$ cat src/rtl/esc_run_pkg.sv
package esc_run_pkg;

    // Decoder phases
    typedef enum logic [1:0] {
        ST_BYTE  = 2'd0,   // expecting a literal or an escape byte
        ST_COUNT = 2'd1,   // expecting the count byte after an escape
        ST_RUN   = 2'd2,   // emitting the remaining bytes of a run
        ST_PEND  = 2'd3    // a literal taken during a run's last cycle waits
    } run_state_e;

endpackage

$ cat src/rtl/esc_classify.sv
module esc_classify #(
    parameter int DATA_W = 8
) (
    input  logic [DATA_W-1:0] byte_i,
    output logic              is_esc_o,
    output logic              is_zero_o
);

    localparam logic [DATA_W-1:0] ALL_ZERO = '0;
    localparam logic [DATA_W-1:0] ALL_ONE  = '1;

    always_comb begin
        is_zero_o = (byte_i == ALL_ZERO);
        is_esc_o  = is_zero_o || (byte_i == ALL_ONE);
    end

endmodule

$ cat src/rtl/esc_run_fsm.sv
module esc_run_fsm
    import esc_run_pkg::*;
#(
    parameter int DATA_W = 8
) (
    input  logic              clk,
    input  logic              rst_n,
    input  logic              in_valid,
    output logic              in_ready,
    input  logic [DATA_W-1:0] in_data,
    input  logic              in_last,
    input  logic              in_is_esc,
    input  logic              in_is_zero,
    output logic              out_valid,
    input  logic              out_ready,
    output logic [DATA_W-1:0] out_data,
    output logic              out_last,
    output logic              err_zero_count,
    output logic              err_truncated
);

    localparam logic [DATA_W-1:0] ONE = DATA_W'(1);

    typedef struct packed {
        run_state_e        st;
        logic [DATA_W-1:0] rem;       // run bytes still to emit
        logic [DATA_W-1:0] val;       // escape value or pending literal
        logic              tail;      // token ends the stream
        logic              ov;
        logic [DATA_W-1:0] od;
        logic              ol;
        logic              ez;
        logic              et;
    } regs_t;

    regs_t q, d;
    logic  out_free;
    logic  take;

    always_comb begin
        d        = q;
        out_free = !q.ov || out_ready;
        if (out_free) begin
            d.ov = 1'b0;
        end

        unique case (q.st)
            ST_BYTE, ST_COUNT: in_ready = out_free;
            ST_RUN:            in_ready = out_free && (q.rem == ONE);
            default:           in_ready = 1'b0;
        endcase
        take = in_valid && in_ready;

        unique case (q.st)
            ST_BYTE: begin
                if (take) begin
                    if (in_is_esc) begin
                        if (in_last) begin
                            d.et = 1'b1;
                        end else begin
                            d.val = in_data;
                            d.st  = ST_COUNT;
                        end
                    end else begin
                        d.ov = 1'b1;
                        d.od = in_data;
                        d.ol = in_last;
                    end
                end
            end
            ST_COUNT: begin
                if (take) begin
                    if (in_is_zero) begin
                        d.ez = 1'b1;
                        d.st = ST_BYTE;
                    end else begin
                        d.ov   = 1'b1;
                        d.od   = q.val;
                        d.ol   = in_last && (in_data == ONE);
                        d.rem  = in_data - ONE;
                        d.tail = in_last;
                        d.st   = (in_data == ONE) ? ST_BYTE : ST_RUN;
                    end
                end
            end
            ST_RUN: begin
                if (out_free) begin
                    d.ov  = 1'b1;
                    d.od  = q.val;
                    d.ol  = q.tail && (q.rem == ONE);
                    d.rem = q.rem - ONE;
                    if (q.rem == ONE) begin
                        d.st = ST_BYTE;
                    end
                end
                if (take) begin
                    if (in_is_esc) begin
                        if (in_last) begin
                            d.et = 1'b1;
                        end else begin
                            d.val = in_data;
                            d.st  = ST_COUNT;
                        end
                    end else begin
                        d.val  = in_data;
                        d.tail = in_last;
                        d.st   = ST_PEND;
                    end
                end
            end
            default: begin
                if (out_free) begin
                    d.ov = 1'b1;
                    d.od = q.val;
                    d.ol = q.tail;
                    d.st = ST_BYTE;
                end
            end
        endcase
    end

    always_ff @(posedge clk) begin
        if (!rst_n) begin
            q <= '{st: ST_BYTE, rem: '0, val: '0, tail: 1'b0, ov: 1'b0,
                   od: '0, ol: 1'b0, ez: 1'b0, et: 1'b0};
        end else begin
            q <= d;
        end
    end

    assign out_valid      = q.ov;
    assign out_data       = q.od;
    assign out_last       = q.ol;
    assign err_zero_count = q.ez;
    assign err_truncated  = q.et;

endmodule

$ cat src/rtl/esc_run_decoder.sv
module esc_run_decoder #(
    parameter int DATA_W = 8
) (
    input  logic              clk,
    input  logic              rst_n,
    input  logic              in_valid,
    output logic              in_ready,
    input  logic [DATA_W-1:0] in_data,
    input  logic              in_last,
    output logic              out_valid,
    input  logic              out_ready,
    output logic [DATA_W-1:0] out_data,
    output logic              out_last,
    output logic              err_zero_count,
    output logic              err_truncated
);

    logic is_esc;
    logic is_zero;

    esc_classify #(.DATA_W(DATA_W)) classify_i (
        .byte_i    (in_data),
        .is_esc_o  (is_esc),
        .is_zero_o (is_zero)
    );

    esc_run_fsm #(.DATA_W(DATA_W)) fsm_i (
        .clk            (clk),
        .rst_n          (rst_n),
        .in_valid       (in_valid),
        .in_ready       (in_ready),
        .in_data        (in_data),
        .in_last        (in_last),
        .in_is_esc      (is_esc),
        .in_is_zero     (is_zero),
        .out_valid      (out_valid),
        .out_ready      (out_ready),
        .out_data       (out_data),
        .out_last       (out_last),
        .err_zero_count (err_zero_count),
        .err_truncated  (err_truncated)
    );

endmodule

$ cat config.mk
export PLATFORM = sky130hd
export DESIGN_NAME = esc_run_decoder
export DESIGN_NICKNAME = d
export VERILOG_FILES = /design/src/rtl/esc_run_pkg.sv /design/src/rtl/esc_classify.sv /design/src/rtl/esc_run_fsm.sv /design/src/rtl/esc_run_decoder.sv
export SDC_FILE = /design/constraint.sdc
export NUM_CORES = 1
export LEC_CHECK = 0
export ABC_AREA = 1
export BUFFER_PORTS_ARGS = -buffer_cell sky130_fd_sc_hd__buf_2
export CORE_AREA = 2 2 80 82
export CTS_BUF_LIST = sky130_fd_sc_hd__clkbuf_8
export CTS_CLUSTER_DIAMETER = 120
export DETAILED_ROUTE_END_ITERATION = 16
export DIE_AREA = 0 0 82 84
export HOLD_SLACK_MARGIN = 0.08
export PLACE_DENSITY = 0.63
export SETUP_SLACK_MARGIN = 0.05
export SLEW_MARGIN = 20
export SYNTH_ARGS = -nofsm -noshare
export SYNTH_HDL_FRONTEND = slang
export SYNTH_SLANG_ARGS = --single-unit
$ cat constraint.sdc
create_clock -name clk -period 4.6 [get_ports clk]
set_clock_uncertainty 0.1 [all_clocks]
set_input_delay 0.23 -clock clk [delete_from_list [all_inputs] [get_ports clk]]
set_output_delay 0.23 -clock clk [all_outputs]
set_load 0.005 [all_outputs]
==> impl_metrics.tcl <==
set metrics [dict create \
    drive_above_1_share_pct 20.26 \
    muxShareOfSynthArea_pct 0 \
    crit_path_cell_trace "inv_1 -> ha_1 -> nand2_1 -> nor2_1 -> nor2_1 -> nor2_2 -> buf_2" \
    antennaDiodeCount 0 \
    cts.sinks 31 \
    yosys-top-cells-count "nand2_1 (85), nor2_1 (64), inv_1 (35), dfxtp_1 (31), nand3_1 (24)" \
    crit_cells 7 \
    cts_hold_buf 0 \
    cts_setup_buffers 0 \
    vias_per_cell 5.044 \
    drcViolationCount 0 \
    cts_root_buf "clkbuf_8" \
    clk_pin_slew_ns 0.07 \
    register_area_um2 620.6 \
    rows 29 \
    synthesis.area_mm2 0.002332 \
    multi_input_area_mm2 0.001420 \
    synth_cell_types 38 \
    overflow 0 \
    yosysMostFrequentCell "nand2_1" \
    total_power_w 0.0005855 \
    cts_tree "done" \
    arrival_ns 1.65 \
    drv_slew 0 \
    synth_cells 360 \
    async_reset_ff_share_pct 0 \
    yosys.area_share.adder_pct 2.682 \
    drv_cap 0 \
    core_mm2 0.006096 \
    fp.dieH_um 84 \
    firstDrtPassIters 4 \
    crit_type "reg -> out" \
    max_slew_margin_pct 62.23 \
    yosysWarnings 0 \
    post-route-min-period_ns 1.981 \
    io_pins 26 \
    leakagePower_nw 1.209 \
    synth-xor-area-share_pct 2.253 \
    grt_max_degree 23 \
    grt_antenna_before_repair 0 \
    start_util_pct 38.26 \
    synth-simple-area-share_pct 43.62 \
    synth_compound_area_share_pct 12.34 \
    drt-initial-drc-count 177 \
    fillerInstances 676 \
    routabilityCongestion 0.9386 \
    endpoint_kind "output port" \
    area_delta_synth_final_pct 8.745 \
    clock_path_buffers 2 \
    min_path_cells 3 \
    critPathMaxStageDelay_ns 0.30 \
    nets 397 \
    ctsHtreeMaxLevel 2 \
    status "finished, final reports clean" \
    clk_latency_ns 0.28 \
    synth.largest_area_cell "dfxtp_1" \
    first_global_vias 2109 \
    path_max_fanout 5 \
    wl_per_cell_um 12.84 \
    cts_resized 0 \
    peakVddDrop_mv 0.2030 \
    die_area_mm2 0.006888 \
    io_buffers 25 \
    synth_top_family_by_area "simple AND/OR/NAND/NOR gates" \
    yosys_register_bits 31 \
    drt-total-wl_um 5868 \
    reg2reg_depth 9 \
    crit_path_start_kind "register" \
    cp_data_required_time_ns 4.27 \
    max_slew.worst_pin.slew_ns 0.5657 \
    crit_family "simple AND/OR/NAND/NOR gates" \
    crit_path_top_delay_cell "dfxtp_1" \
    hold_viol_final 0 \
    avgSynthCellArea_um2 6.478 \
    synth_flop_cell "dfxtp_1" \
    yosys.area.top_type_share_pct 26.61 \
    numCtsBuffers 5 \
    path_common_cell "nor2_1" \
    min_period_over_period_pct 43.07 \
    p_per_area_mw_per_mm2 230.8 \
    hp-class "in -> reg" \
    yosysSeqAreaShare_pct 26.61 \
    grt_pass1_wl_um 10040 \
    dpl.hpwl_um 4519 \
    tns_ns 0 \
    synth_edf_count 0 \
    grtUsageTotal_pct 18.64 \
    setup_viol 0 \
    antenna_left 0 \
    critical_path_buf_inv_count 2 \
    rsz0062_at_grt "no" \
    synth.net_count 378 \
    dieWidth_um 82 \
    vias 2305 \
    synth_area_leaders "dfxtp_1 (27%), nand2_1 (14%), nor2_1 (10%)" \
    max_freq_mhz 504.8 \
]
## per-layer routing
| layer | global-route usage, % | share of wire (%) | wire length (um) | vias to the layer above |
|---|---|---|---|---|
| met1 | 25.80 | 46 | 2693 | 1055 |
| met2 | 28.68 | 47 | 2752 | 57 |
| met5 | 0 | 0 | 0 | - |
| met4 | 6.364 | 1.7 | 102 | 0 |
| met3 | 3.463 | 5.5 | 320 | 9 |
| li1 | - | - | - | 1184 |
## placed cells by master (no fill, tap or decap), drive strengths merged
master,netlist,layout
nand2,96,96
buf,12,25
o211a,1,1
o31ai,2,2
xnor2,2,2
xor2,4,4
ha,5,5
inv,49,49
clkbuf,1,5
o22ai,2,2
a211oi,2,2
o21ai,15,15
a21oi,13,13
o211ai,4,4
dfxtp,31,31
clkinv,1,4
a31oi,3,3
nand3,27,27
nor3,1,1
nor2,74,74
nand4,15,15
## final cells by class
class                   count  area share (%)
flip-flops and latches     31           24.47
repair buffers             25           4.933
inverters                  50           7.499
clock inverters             3          0.5920
multi-input cells         266           55.99
clock buffers               5           2.713
well taps                  77           3.799
## logic make-up after synthesis
| logic type | Yosys count |
|---|---|
| AOI/OAI and AO/OA | 42 |
| DFF | 31 |
| buffers and inverters | 63 |
| xor gates and xnor gates | 6 |
| adders and majority gates | 5 |
| and+or+nand+nor | 213 |
## sequential cells by signal (all words and copies together), names as in the netlist
register / count
fsm_i.out_last: 1
fsm_i.out_data: 8
fsm_i.err_zero_count: 1
fsm_i.err_truncated: 1
fsm_i.q: 19
fsm_i.out_valid: 1
## tightest hold or removal path, cell delays in order
cell	delay, ns
buf_2	0.16
nor2_1	0.07
nor2_1	0.08
## stage by stage
stage | cell area, um2 | util [%] | setup WS (ns) | std cells | hold slack, ns
final | 2536 | 41.61 | 2.619 | 457 | 0.1880
after CTS | 2536 | 41.61 | 2.628 | 457 | 0.1925
after detailed placement | 2452 | 40.23 | 2.634 | 449 | 0.3805
after floorplan | 2332 | - | 3.033 | 360 | 0.2649
after global routing | 2536 | 41.61 | 2.469 | 457 | 0.2442
after global placement | 2452 | 40.23 | 2.636 | 449 | 0.3752
## power breakdown
part	total (W)	internal, W	switching, W
clock	0.000210	0.000103	0.000107
sequential	0.000279	0.000276	0.00000343
combinational	0.0000957	0.0000335	0.0000622
total	0.000585	0.000413	0.000173
## worst paths after layout
path                                    startpoint                          endpoint  slack [ns]
hold / removal                          in_data[4]          fsm_i.q[17]$_SDFFE_PN0P_        0.19
setup / recovery          fsm_i.q[22]$_SDFFE_PN0P_                          in_ready        2.62
hold reg to reg   fsm_i.err_truncated$_SDFFE_PN0P_  fsm_i.err_truncated$_SDFFE_PN0P_        0.39
setup reg to reg          fsm_i.q[29]$_SDFFE_PN0P_          fsm_i.q[29]$_SDFFE_PN0P_        2.67
(Power assumes the default switching activity.)
